<file path="config.mk">
export PLATFORM = sky130hd
export DESIGN_NAME = ca_hybrid_reg
export DESIGN_NICKNAME = d
export VERILOG_FILES = /design/src/rtl/ca_pkg.sv /design/src/rtl/ca_rule_array.sv /design/src/rtl/ca_inject_mux.sv /design/src/rtl/ca_seed_ctl.sv /design/src/rtl/ca_hybrid_reg.sv
export SDC_FILE = /design/constraint.sdc
export NUM_CORES = 1
export LEC_CHECK = 0
export BUFFER_PORTS_ARGS = -buffer_cell sky130_fd_sc_hd__buf_2
export CAP_MARGIN = 20
export CORE_AREA = 2 2 56 58
export CTS_CLUSTER_SIZE = 20
export DETAILED_ROUTE_END_ITERATION = 10
export DIE_AREA = 0 0 58 60
export MAX_ROUTING_LAYER = met4
export PLACE_DENSITY_LB_ADDON = 0.3
export SYNTH_ARGS = -nofsm -noshare
export SYNTH_HDL_FRONTEND = slang
export SYNTH_SLANG_ARGS = --single-unit
</file>
<file path="constraint.sdc">
create_clock -name clk -period 1.05 [get_ports clk]
set_input_delay 0.105 -clock clk [delete_from_list [all_inputs] [get_ports clk]]
set_output_delay 0.105 -clock clk [all_outputs]
set_load 0.01 [all_outputs]
</file>
<file path="src/rtl/ca_pkg.sv">
package ca_pkg;
  typedef enum logic {
    MODE_GEN     = 1'b0,
    MODE_COMPACT = 1'b1
  } ca_mode_e;
endpackage

</file>
<file path="src/rtl/ca_rule_array.sv">
module ca_rule_array #(
  parameter int          WIDTH    = 16,
  parameter logic [WIDTH-1:0] RULE_VEC = '0
) (
  input  logic [WIDTH-1:0] cur,
  input  logic [WIDTH-1:0] inject,
  output logic [WIDTH-1:0] nxt
);
  localparam int LAST = WIDTH - 1;

  for (genvar i = 0; i < WIDTH; i++) begin : g_cell
    logic nb_lo, nb_hi, self_term;
    if (i == 0) begin : g_lo_edge
      assign nb_lo = 1'b0;
    end else begin : g_lo_in
      assign nb_lo = cur[i-1];
    end
    if (i == LAST) begin : g_hi_edge
      assign nb_hi = 1'b0;
    end else begin : g_hi_in
      assign nb_hi = cur[i+1];
    end
    if (RULE_VEC[i]) begin : g_r150
      assign self_term = cur[i];
    end else begin : g_r90
      assign self_term = 1'b0;
    end
    assign nxt[i] = nb_lo ^ nb_hi ^ self_term ^ inject[i];
  end
endmodule

</file>
<file path="src/rtl/ca_inject_mux.sv">
module ca_inject_mux #(
  parameter int WIDTH = 16
) (
  input  logic             compact_en,
  input  logic [WIDTH-1:0] par,
  input  logic             ser_lo,
  input  logic             ser_hi,
  output logic [WIDTH-1:0] inject
);
  logic [WIDTH-1:0] ser_vec;

  always_comb begin
    ser_vec            = '0;
    ser_vec[0]         = ser_lo;
    ser_vec[WIDTH-1]   = ser_vec[WIDTH-1] ^ ser_hi;
    inject             = compact_en ? (par ^ ser_vec) : '0;
  end
endmodule

</file>
<file path="src/rtl/ca_seed_ctl.sv">
module ca_seed_ctl #(
  parameter int               WIDTH        = 16,
  parameter logic [WIDTH-1:0] SEED_DEFAULT = 1
) (
  input  logic             gen_mode,
  input  logic [WIDTH-1:0] seed_in,
  output logic [WIDTH-1:0] seed_out
);
  logic seed_zero;
  assign seed_zero = (seed_in == '0);
  assign seed_out  = (seed_zero && gen_mode) ? SEED_DEFAULT : seed_in;
endmodule

</file>
<file path="src/rtl/ca_hybrid_reg.sv">
module ca_hybrid_reg #(
  parameter int               WIDTH        = 16,
  parameter logic [WIDTH-1:0] RULE_VEC     = 16'h6A5C,
  parameter logic [WIDTH-1:0] SEED_DEFAULT = 16'h0001
) (
  input  logic             clk,
  input  logic             rst_n,
  input  logic             ca_mode,
  input  logic             step_en,
  input  logic             seed_load,
  input  logic [WIDTH-1:0] seed_val,
  input  logic             cmp_valid,
  output logic             cmp_ready,
  input  logic             cmp_ser_lo,
  input  logic             cmp_ser_hi,
  input  logic [WIDTH-1:0] cmp_par,
  output logic [WIDTH-1:0] ca_state
);
  import ca_pkg::*;

  ca_mode_e         mode_q;
  logic [WIDTH-1:0] state_q, step_val, inject, load_val;
  logic             is_compact, gen_step, cmp_fire;

  assign mode_q     = ca_mode_e'(ca_mode);
  assign is_compact = (mode_q == MODE_COMPACT);
  assign cmp_ready  = is_compact && step_en && !seed_load;
  assign cmp_fire   = cmp_ready && cmp_valid;
  assign gen_step   = !is_compact && step_en && !seed_load;

  ca_inject_mux #(.WIDTH(WIDTH)) u_inject (
    .compact_en (is_compact),
    .par        (cmp_par),
    .ser_lo     (cmp_ser_lo),
    .ser_hi     (cmp_ser_hi),
    .inject     (inject)
  );

  ca_rule_array #(.WIDTH(WIDTH), .RULE_VEC(RULE_VEC)) u_rules (
    .cur    (state_q),
    .inject (inject),
    .nxt    (step_val)
  );

  ca_seed_ctl #(.WIDTH(WIDTH), .SEED_DEFAULT(SEED_DEFAULT)) u_seed (
    .gen_mode (!is_compact),
    .seed_in  (seed_val),
    .seed_out (load_val)
  );

  always_ff @(posedge clk) begin
    if (!rst_n)                    state_q <= SEED_DEFAULT;
    else if (seed_load)            state_q <= load_val;
    else if (gen_step || cmp_fire) state_q <= step_val;
  end

  assign ca_state = state_q;
endmodule

</file>
### After elaboration in Yosys (flattened, before gate mapping)

Cells that the tools add are included.
Widths: inputs -> output; s select.

* bits in registers: 16

* mux-type cells: 4
* bitwise logic cells: 39
* reduce and logical (&&, ||, !) cells: 11

Operators with widths (count)
* $mux 16: 4
* $xor 1x1->1: 38
* $logic_not 16->1: 1
* $xor 16x16->16: 1
* $logic_and 1x1->1: 6
* $logic_not 1->1: 2
* $reduce_bool 2->1: 1
* $logic_or 1x1->1: 1

### Logic depth before layout (Yosys ltp)

Gate-level depths: netlist of the first run.

* word-level depth: 6
* gate-level depth with buffers: 6
* mapped depth without buffers: 4

### By module

Synthesis of the first run repeated with hierarchy kept, for this count alone.

* cell total of the unflattened synthesis: 168
* area total of the unflattened synthesis: 1440.1 µm²

Modules (own cells, without submodules)
* ca_hybrid_reg: times used 1, cells an instance 91, area an instance 865.8 µm²
* ca_rule_array: times used 1, cells an instance 36, area an instance 315.3 µm²
* ca_inject_mux: times used 1, cells an instance 19, area an instance 143.9 µm²
* ca_seed_ctl: times used 1, cells an instance 22, area an instance 115.1 µm²

### Least setup slack after synthesis of the first run

No wires, ideal clock.

* path type: register to register
* start: register state_q[9], in the netlist ca_state[9]
* end: register state_q[8], in the netlist ca_state[8]
* arrival: 1066 ps
* required time: 925 ps
* setup slack: -141 ps
* stages on the path, launching flop included: 5
* path buffers: 0
* clock period less this slack: 1191 ps
* path through: dfxtp_1 xor2_1 xnor2_1 a222oi_1 nor2b_1

* word-level cells in the longest chain between the ends: 4

RTL lines
* start: declaration: RTL line ca_hybrid_reg.sv:22 `logic [WIDTH-1:0] state_q, step_val, inject, load_val;`
* start signal: assignment: RTL line ca_hybrid_reg.sv:53 `else if (seed_load) state_q <= load_val;`
* start signal: assignment: RTL line ca_hybrid_reg.sv:54 `else if (gen_step || cmp_fire) state_q <= step_val;`
* $xor 1x1->1 (2 in series): RTL line ca_rule_array.sv:28 `assign nxt[i] = nb_lo ^ nb_hi ^ self_term ^ inject[i];`
* $mux 16: RTL line ca_hybrid_reg.sv:54
* $mux 16: RTL line ca_hybrid_reg.sv:53

No other way between the ends. The select of a mux whose other input is x is not followed.
A chain may end at the register's enable or synchronous reset.

### Final worst setup path of the first run

* start: register state_q[7], in the netlist ca_state[7]
* end: register state_q[6], in the netlist ca_state[6]

* word-level cells in the longest chain between the ends: 5

RTL lines (RTL line)
* $xor 1x1->1 (3 in series): ca_rule_array.sv:28
* $mux 16: ca_hybrid_reg.sv:54
* $mux 16: ca_hybrid_reg.sv:53

No other way between the ends. The select of a mux whose other input is x is not followed.

==> run summary, run 1 <==
Status - finished with violations
Failing checks - negative setup slack
Post-DP HPWL - 2.51 mm
TritonCTS clock tree - built
Gate power share - 0.420
Int Power - 1370 uW
Synthesized area - 1100 um^2
Initial antenna violation count - 0
F_max - 893 MHz
Hold_ws - 105 ps
Seq/Total Area, Yosys - 0.290
Die Height - 60 um
Leading area contributor after synthesis - dfxtp_1
Slew Viols, Final - 0
Vias - 1,208
Most frequent cells in the layout - buf_2, xnor2_1, nand2_1
Most common cell after layout, fill and taps aside - buf_2
# IOs - 57
Max clock buf depth - 2
Setup repair after global routing missed its margin - yes
H-tree depth - 1
Pin count of the biggest net entering global routing - 17
Req. time, crit path - 1240 ps
Num CTS Buffers - 3
#FFs+latches synth - 16
Ys flop type - dfxtp_1
Area contributors post-synth - dfxtp_1, xnor2_1, xor2_1, o221ai_1, nand2_1
Initial DRC count - 13
Sw Share - 0.322
Post-synth net total - 170
Worst Setup Start Kind - register
Total power - 2030 uW
Critical path endpoint category - register
Yosys cell types - 28
Power per Cell Area - 1140 nW/um^2
Max_cap viols - 0
Max_slew headroom - 0.746
Synth-to-layout area growth - 61.5%
Flop-to-flop setup slack - -70 ps
Total grt overflow - 0
Wirelength, routed - 3.13 mm
First-pass GRT wire length - 4.84 mm
Initial Utilization - 0.381
TritonCTS Sinks - 16
Leakage - 0.000795 uW
Clock network power share - 0.207
Data arrival, critical path - 1310 ps
Final Hold Fails - 0
Synth top area share - 0.290
NumNets Final - 248
ANT nets after route - 0
Sequential power share - 0.373
Setup Skew - 0.798 ps
Max FO, Critical Path - 3
Clock-pin slew on the worst setup and hold paths - 100 ps
Max reg flops - 16
# diodes - 0
Gpl congestion - 0.797
EDFF count, synth - 0
Core Region - 2900 um^2
Worst setup margin - -69.3 ps
VDD IR max - 0.753 mV
Fraction of registers with async set/reset - 0
Psw - 653 uW
Slew @ Worst Pin - 381 ps
Post-Syn Area per Cell - 8.50 um^2
Setup CP Type - reg2reg
# fillers - 272
Core Rows - 20
Vias per cell - 5.03
Dpl ws - -102 ps
Root buf cell - clkbuf_4
Layout cells sized above 1 - 0.522
DRC viols - 0
# hold bufs at CTS - 0
Die area - 3480 um^2
DR pass1 iterations - 4
Worst skew pair latency - 290 ps
Crit path time final - 1120 ps
WL/cell - 13.0 um
Worst hold-check path type - in2reg
Buffers on Ports - 56
Die width - 58 um
Crit share post-route - 1.07
Synth Instances - 130
GRT Util Overall - 0.186
Synth warn - 0
Vias in the first global route - 1,074
Final setup viols - 8
-- logic make-up (layout without fill, tap and decap cells) --
group	count (synthesis)	in the layout	synth area share
xor+xnor	37	37	0.293
simple gates	35	35	0.153
compound gates	33	33	0.210
flops	16	16	0.290
buf+inv	9	86	0.0544
-- final cells by class --
| class | count | area (um^2) | area share |
|---|---|---|---|
| clock buffers | 4 | 36.3 | 0.0203 |
| multi-input cells | 105 | 822 | 0.461 |
| repair buffers | 80 | 524 | 0.294 |
| inverters | 2 | 7.51 | 0.00421 |
| flip-flops and latches | 16 | 353 | 0.198 |
| well taps | 33 | 41.3 | 0.0231 |
-- layer usage --
layer / wire [um] / GRT usage
met1: 1330 / 0.224
met2: 1560 / 0.320
met3: 207 / 0.0368
met4: 29 / 0.0432
met5: 0 / -
-- through the flow --
step / util / cell area, um^2 / std cells / TNS, ps
2_1_floorplan: - / 1140 / 130 / -47.7
3_3_place_gp: 0.549 / 1590 / 235 / -780
3_5_place_dp: 0.549 / 1590 / 235 / -1190
4_1_cts: 0.567 / 1650 / 239 / -236
5_1_grt: 0.615 / 1780 / 240 / -862
6_report: 0.615 / 1780 / 240 / -271
-- synth_stat cells (2+ instances only) --
library cell	number
a222oi_1	2
buf_2	2
nor2b_1	3
o211ai_1	2
nor4_1	3
dfxtp_1	16
o221ai_1	11
nor2_1	2
nand2_1	20
xnor2_1	25
a21oi_1	14
inv_1	2
buf_6	2
xor2_1	12
-- final timing paths --
kind,endpoint,from,cells after the start
hold / removal,ca_state[7]$_SDFFE_PN0P_,seed_val[7],3
setup reg to reg,ca_state[6]$_SDFFE_PN0P_,ca_state[7]$_SDFFE_PN0P_,5
setup / recovery,ca_state[6]$_SDFFE_PN0P_,ca_state[7]$_SDFFE_PN0P_,5
hold reg to reg,ca_state[0]$_SDFFE_PN1P_,ca_state[0]$_SDFFE_PN1P_,2
-- power groups by stage --
stage	Sequential, uW	Combinational [uW]	Clock (uW)
2_1_floorplan	788	433	0
3_3_place_gp	748	754	0
3_5_place_dp	750	766	0
4_1_cts	739	781	433
5_1_grt	765	934	455
6_report	757	852	419
-- worst max-delay path, stage by stage, from the launching register on --
cell	delay (ps)
dfxtp_2	360
buf_6	120
xor2_2	140
xnor2_1	190
xnor2_1	140
a21oi_1	70
-- repair_timing --
action	in CTS	in global routing
setup endpoints to repair	8	16
gates resized for setup	3	23
setup buffers	0	1
pin swaps	9	17
No activity file was read; power rests on OpenSTA's default activity.
==> inputs of run 2 (changes only) <==
--- a/config.mk
+++ b/config.mk
@@ -13,6 +13,7 @@
 export DIE_AREA = 0 0 58 60
 export MAX_ROUTING_LAYER = met4
 export PLACE_DENSITY_LB_ADDON = 0.3
+export REMOVE_ABC_BUFFERS = 1
 export SYNTH_ARGS = -nofsm -noshare
 export SYNTH_HDL_FRONTEND = slang
 export SYNTH_SLANG_ARGS = --single-unit
==> run 2 against run 1 <==
Against the previous run: the run still ends with negative setup slack left; setup slack worse by 24 ps; die area did not move; critical path type unchanged; utilization is 0.17 points lower; fmax is 2.1% lower; power rose by 2.5%; sequential power decreased by 1%; first-iteration DRC count is 110% higher; global-route usage increased by 2.7 points; largest power group unchanged; via count grew 4.6%; hold slack got worse by 11 ps; critical path depth shrank 1; design area is 0.28% lower.
==> run summary, run 2 (synthesized netlist as in run 1, its figures left out) <==
Vias per cell - 5.26
Initial DRC count - 27
Core Rows - 20
Vias - 1,263
Vias in the first global route - 1,263
TritonCTS clock tree - built
Met3 usage - 0.0411
Slew Viols, Final - 0
WL/cell - 14.7 um
Initial Utilization - 0.381
Hold path start - seed_val[7]
Hold_ws - 93.5 ps
Most common cell after layout, fill and taps aside - buf_2
Max reg flops - 16
Most frequent cells in the layout - buf_2, nand2_1, xnor2_1
Final setup viols - 8
Max clock buf depth - 2
Buffers on Ports - 56
DR pass1 iterations - 4
Crit share post-route - 1.09
Num CTS Buffers - 3
Reg-to-reg critical path startpoint - ca_state[3]$_SDFFE_PN0P_
Setup CP Type - reg2reg
Initial antenna violation count - 0
Start point of the critical path - ca_state[3]$_SDFFE_PN0P_
Status - finished with violations
Worst skew pair latency - 300 ps
Post-DP HPWL - 2.62 mm
Critical path endpoint category - register
H-tree depth - 1
Clock-pin slew on the worst setup and hold paths - 110 ps
# fillers - 266
F_max - 875 MHz
Max_slew headroom - 0.735
Power per Cell Area - 1170 nW/um^2
Setup repair after global routing missed its margin - yes
Worst hold-check path type - in2reg
NumNets Final - 248
Wirelength, routed - 3.53 mm
Worst Setup Start Kind - register
Met2 Use GR - 0.375
Dpl ws - -125 ps
Setup Skew - 4.93 ps
TritonCTS Sinks - 16
First-pass GRT wire length - 5.46 mm
Slew @ Worst Pin - 394 ps
# IOs - 57
Max_cap viols - 0
# diodes - 0
Synth-to-layout area growth - 61.0%
Layout cells sized above 1 - 0.531
Die area - 3480 um^2
Worst setup margin - -93.5 ps
Die Height - 60 um
Layer with the highest usage - met2
Gpl congestion - 0.805
ANT nets after route - 0
Crit path time final - 1140 ps
Total grt overflow - 0
Setup TNS - -343 ps
Pin count of the biggest net entering global routing - 17
GRT Util Overall - 0.213
Data arrival, critical path - 1340 ps
VDD IR max - 0.743 mV
Max FO, Critical Path - 3
Leakage - 0.000803 uW
Core Region - 2900 um^2
Die width - 58 um
Req. time, crit path - 1250 ps
Failing checks - negative setup slack
Final Hold Fails - 0
DRC viols - 0
Met1 Use GR - 0.243
Root buf cell - clkbuf_4
==> run 2: cell counts in the layout (fill, tap and decap cells not counted) <==
No cell type changed its count.
==> run 2: final timing paths <==
check	cells after the start	slack (ps)	end
hold reg to reg	2	560	ca_state[0]$_SDFFE_PN1P_
hold / removal	3	90	ca_state[7]$_SDFFE_PN0P_
setup / recovery	4	-90	ca_state[4]$_SDFFE_PN0P_
setup reg to reg	4	-90	ca_state[4]$_SDFFE_PN0P_
==> run 2: per-stage QoR <==
step / power, uW / instances / area [um^2] / utilization
5_1_grt: 2200 / 240 / 1780 / 0.613
3_5_place_dp: 1490 / 234 / 1540 / 0.530
4_1_cts: 1940 / 238 / 1610 / 0.556
6_report: 2080 / 240 / 1780 / 0.613
2_1_floorplan: 1170 / 123 / 1050 / -
3_3_place_gp: 1470 / 234 / 1540 / 0.530
==> run 2: final cells by class <==
class | count | area (um^2) | share of cell area
Timing Repair Buffer | 80 | 522 | 0.293
Clock buffer | 4 | 36.3 | 0.0204
Multi-Input combinational cell | 105 | 826 | 0.464
Inverter | 2 | 7.51 | 0.00422
Tap cell | 33 | 41.3 | 0.0232
Sequential cell | 16 | 347 | 0.195
==> run 2: report_power, final <==
group / total (uW) / leakage [uW] / internal, uW / switching, uW
Combinational: 899 / 0.000645 / 506 / 393
Sequential: 747 / 0.000138 / 673 / 74.4
Clock: 433 / 0.0000210 / 212 / 222
==> run 2: metal layers <==
| metal | up-vias | share of wire |
|---|---|---|
| li1 | 615 | - |
| met4 | 0 | 0.0060 |
| met1 | 594 | 0.42 |
| met5 | - | 0 |
| met3 | 4 | 0.058 |
| met2 | 50 | 0.52 |
==> run 2: repair_timing <==
item | 4_1_cts | 5_1_grt
gates resized for setup | 13 | 31
hold buffers | 0 | 0
endpoints found under the setup margin | 12 | 26
hold endpoints to repair | 0 | 0
pin swaps | 30 | 15
setup buffers | 0 | 2
==> run 2: critical path: stages, from the launching register on <==
cell	delay (ps)
dfxtp_4	390
xnor2_4	210
xor2_1	220
xnor2_1	150
a21oi_1	80
